### src/rtl/glob_cfg_regs.sv
module glob_cfg_regs #(
  parameter int          W       = 8,
  parameter logic [7:0]  DEV_ID  = 8'h47,
  parameter logic [7:0]  DEV_REV = 8'h00
) (
  input  logic         clk,
  input  logic         rst_n,
  input  logic         cfg_mode,
  input  logic         port_sel,
  input  logic         wr_en,
  input  logic [W-1:0] wdata,
  output logic [W-1:0] rdata,
  output logic         soft_rst_pulse,
  output logic [W-1:0] ldev_sel
);

  localparam logic [W-1:0] A_CTRL = W'(8'h02);
  localparam logic [W-1:0] A_LDEV = W'(8'h07);
  localparam logic [W-1:0] A_ID   = W'(8'h20);
  localparam logic [W-1:0] A_REV  = W'(8'h21);

  logic [W-1:0] idx_q;
  logic [W-1:0] ldev_q;
  logic         pulse_q;

  wire idx_wr  = cfg_mode && wr_en && !port_sel;
  wire data_wr = cfg_mode && wr_en &&  port_sel;
  wire srst_go = data_wr && (idx_q == A_CTRL) && wdata[0];

  always_ff @(posedge clk or negedge rst_n) begin
    if (!rst_n)      idx_q <= '0;
    else if (idx_wr) idx_q <= wdata;
  end

  always_ff @(posedge clk or negedge rst_n) begin
    if (!rst_n)                              ldev_q <= '0;
    else if (srst_go)                        ldev_q <= '0;
    else if (data_wr && idx_q == A_LDEV)     ldev_q <= wdata;
  end

  always_ff @(posedge clk or negedge rst_n) begin
    if (!rst_n) pulse_q <= 1'b0;
    else        pulse_q <= srst_go;
  end

  always_comb begin
    rdata = '0;
    if (cfg_mode) begin
      if (!port_sel) rdata = idx_q;
      else begin
        case (idx_q)
          A_LDEV:  rdata = ldev_q;
          A_ID:    rdata = W'(DEV_ID);
          A_REV:   rdata = W'(DEV_REV);
          default: rdata = '0;
        endcase
      end
    end
  end

  assign soft_rst_pulse = pulse_q;
  assign ldev_sel       = ldev_q;

  AST_PULSE_SINGLE: assert property (@(posedge clk) disable iff (!rst_n)
    soft_rst_pulse |=> !soft_rst_pulse);
  AST_PULSE_CAUSE: assert property (@(posedge clk) disable iff (!rst_n)
    $rose(soft_rst_pulse) |-> $past(cfg_mode && wr_en && port_sel && wdata[0]));
  AST_LDEV_CLEARED: assert property (@(posedge clk) disable iff (!rst_n)
    soft_rst_pulse |-> (ldev_sel == '0));
  AST_NOCFG_HOLD: assert property (@(posedge clk) disable iff (!rst_n)
    !cfg_mode |=> ($stable(ldev_sel) || soft_rst_pulse));
  AST_NOCFG_ZERO: assert property (@(posedge clk) disable iff (!rst_n)
    !cfg_mode |-> (rdata == '0));
  AST_NOCFG_IDX: assert property (@(posedge clk) disable iff (!rst_n)
    !cfg_mode |=> $stable(idx_q));
  AST_ID_FIXED: assert property (@(posedge clk) disable iff (!rst_n)
    (cfg_mode && port_sel && idx_q == A_ID) |-> (rdata == W'(DEV_ID)));

endmodule

### config.mk
export PLATFORM = sky130hd
export DESIGN_NAME = glob_cfg_regs
export DESIGN_NICKNAME = d
export VERILOG_FILES = /design/src/rtl/glob_cfg_regs.sv
export SDC_FILE = /design/constraint.sdc
export NUM_CORES = 1
export LEC_CHECK = 0
export ABC_AREA = 1
export BUFFER_PORTS_ARGS = -buffer_cell sky130_fd_sc_hd__clkbuf_2
export CELL_PAD_IN_SITES_DETAIL_PLACEMENT = 0
export CELL_PAD_IN_SITES_GLOBAL_PLACEMENT = 1
export CORE_ASPECT_RATIO = 1.5
export CORE_UTILIZATION = 25
export DETAILED_ROUTE_END_ITERATION = 10
export PLACE_DENSITY = 0.61
export SETUP_SLACK_MARGIN = 0.05
export SYNTH_ARGS = -nofsm -noshare
export SYNTH_HDL_FRONTEND = slang
export SYNTH_SLANG_ARGS = --single-unit
### constraint.sdc
create_clock -name clk -period 2.8 [get_ports clk]
set_clock_uncertainty 0.15 [all_clocks]
set_input_delay 0.28 -clock clk [delete_from_list [all_inputs] [get_ports clk]]
set_output_delay 0.28 -clock clk [all_outputs]
set_load 0.005 [all_outputs]
==> flow_summary.json <==
{
  "period_share": 0.674,
  "p_per_area_nw_per_um2": 473,
  "cts_root_buf": "clkbuf_8",
  "min_path_type": "input pin to flip-flop",
  "grt_first_pass_wirelength_um": 4140,
  "core_sq_um": 3720,
  "fin_crit_ns": 1.89,
  "synth-seq-cells": 17,
  "clkTransAtPathRegs_ns": 0.07,
  "max_freq_ghz": 0.530,
  "clkPwrFrac": 0.328,
  "cp-start-kind": "flip-flop",
  "tns_ns": 0,
  "p_sw_frac": 0.297,
  "die_h_um": 78.5,
  "drtIter0Drc": 12,
  "place_ws_ns": 1.07,
  "tritoncts": "done",
  "cts_inserted_buffers": 3,
  "syn2layout_area_growth_pct": 23.6,
  "rsz0062_at_grt": "false",
  "layout-drive-gt1-share": 0.256,
  "worst_ep_required_time_ns": 2.37,
  "final_cell_mix": "29 x clkbuf_2, 28 x nor2_1, 19 x nand2_1, 19 x inv_1, 17 x dfrtp_1",
  "hold_slack_ns": 0.123,
  "p_int_uw": 401,
  "p_leak_uw": 0.000699,
  "post_drt_wl_per_cell_um": 12.8,
  "synth-simple-area-share": 0.336,
  "yosys.area_share.xor_xnor": 0,
  "port_buffers": 29,
  "n_fill_cell": 409,
  "arrival_ns": 1.46,
  "synth_top_family_by_area": "simple AND/OR/NAND/NOR gates",
  "outcome": "complete, no violations",
  "criticalPathCategory": "flip-flop to primary output",
  "ys_seq_area_frac": 0.436,
  "syn-cell-area_sq_um": 976,
  "clockBufferDepth": 2,
  "hpwl_um": 1900,
  "regArea_sq_um": 425,
  "drcViolationCount": 0,
  "dr.pass1.iters": 3,
  "syn_inst": 130,
  "clk_latency_ns": 0.26,
  "layout.nets": 174,
  "final_common_cell": "clkbuf_2",
  "dieWidth_um": 53.0,
  "ant_nets": 0,
  "r2r_slack_ns": 1.33,
  "setup_viol": 0,
  "final.setup.worst_slack_ns": 0.912,
  "antenna_found_initial": 0,
  "via_per_inst": 4.51,
  "seq_power_share": 0.500,
  "grt.overflow.total": 0,
  "n_antenna_cell": 0,
  "ys_top_cells_by_area": "dfrtp_1 44%, nor2_1 11%, inv_1 7.3%",
  "max-vdd-ir-drop_uv": 204,
  "tightest_slew_ns": 0.593,
  "cap_violations": 0,
  "synth_compound_area_frac": 0.118,
  "synth_fa_ha_area_frac": 0,
  "crit_path_end_kind": "primary output",
  "io_pins": 30,
  "p_switching_uw": 170,
  "place_congestion": 0.840,
  "grt_start_max_net_pins": 18,
  "track_usage": 0.139,
  "htreeDepth": 1,
  "synth.largest_area_cell": "dfrtp_1",
  "cts_sinks": 17,
  "fp-row-count": 27,
  "worstPathMaxFanout": 9,
  "ys_warn_count": 0,
  "multiInputGateArea_sq_um": 454,
  "hold_viol_final": 0,
  "synth_top_area_frac": 0.436,
  "maxSlewHeadroom": 0.603,
  "slew_viol_final": 0,
  "p_comb_frac": 0.172,
  "num_vias": 916,
  "synthMuxAreaShare": 0.0115,
  "start_util": 0.263,
  "die-area_sq_um": 4160,
  "avgSynthCellArea_sq_um": 7.51,
  "synth.distinct_cells": 17,
  "grt_pass1_vias": 914,
  "wirelength_um": 2600,
  "cts_setup_buffers": 0,
  "synth.net_count": 143
}
[cells in the mapped netlist, drive strengths merged]
| master | number |
|---|---|
| a21oi | 14 |
| nand2 | 22 |
| nor3 | 1 |
| inv | 19 |
| dfrtp | 17 |
| clkbuf | 1 |
| mux2 | 1 |
| o21ai | 9 |
| buf | 3 |
| nor2 | 30 |
| nand3 | 13 |
[per-layer routing]
layer / vias to the layer above / share of wire / GRT usage
met5: - / 0 / 0
met4: 0 / 0.019 / 0.0632
met3: 5 / 0.036 / 0.0233
met2: 14 / 0.55 / 0.249
met1: 426 / 0.39 / 0.151
li1: 471 / - / -
[cell type report]
type | count | area share
tap | 43 | 0.0446
multi-input combinational | 90 | 0.377
clock inverter | 1 | 0.00415
timing repair buffer | 30 | 0.129
sequential | 17 | 0.353
inverter | 19 | 0.0591
clock buffer | 3 | 0.0342
[kinds of logic after synthesis]
group / after synthesis
AND/OR/NAND/NOR: 66
AO/OA/AOI/OAI: 23
buffers and inverters: 23
flip-flops: 17
multiplexers: 1
[worst max-delay path, stage by stage (launching register included)]
cell      delay [ns]
dfrtp_1         0.38
inv_1           0.10
nand2_2         0.11
nor2_8          0.20
nand3_1         0.09
a21oi_1         0.18
clkbuf_2        0.14
[timing repair]
action,in CTS,in global routing
endpoints found under the hold margin,17,0
resized for setup,0,0
hold buffers,1,0
[power groups by stage]
stage               combinational, uW  clock [uW]  sequential (uW)
floorplan                        64.6           0              285
global route                      110         206              289
global placement                 97.8           0              288
finish                           98.4         187              285
CTS                               101         196              285
detailed placement               99.0           0              290
[final timing paths]
check	startpoint	to	depth (start not counted)
setup / recovery	idx_q[4]	rdata[0]	6
hold / removal	wdata[3]	ldev_sel[3]	3
setup reg to reg	idx_q[4]	ldev_sel[6]	7
hold reg to reg	idx_q[7]	idx_q[7]	2
max in group asynchronous	rst_n	ldev_sel[7]	2
min in group asynchronous	rst_n	ldev_sel[0]	2
[flip-flops by register name (all words and copies together) (netlist names)]
name            count
idx_q               8
ldev_sel            8
soft_rst_pulse      1
[per-stage QoR]
stage	total power, uW	area (sq um)	utilization	instances
2_1_floorplan	350	976	-	130
3_3_place_gp	386	1150	0.309	198
3_5_place_dp	389	1150	0.309	198
4_1_cts	582	1210	0.325	203
5_1_grt	606	1210	0.325	203
6_report	571	1210	0.325	203
Power figures use the tool's default switching activity.
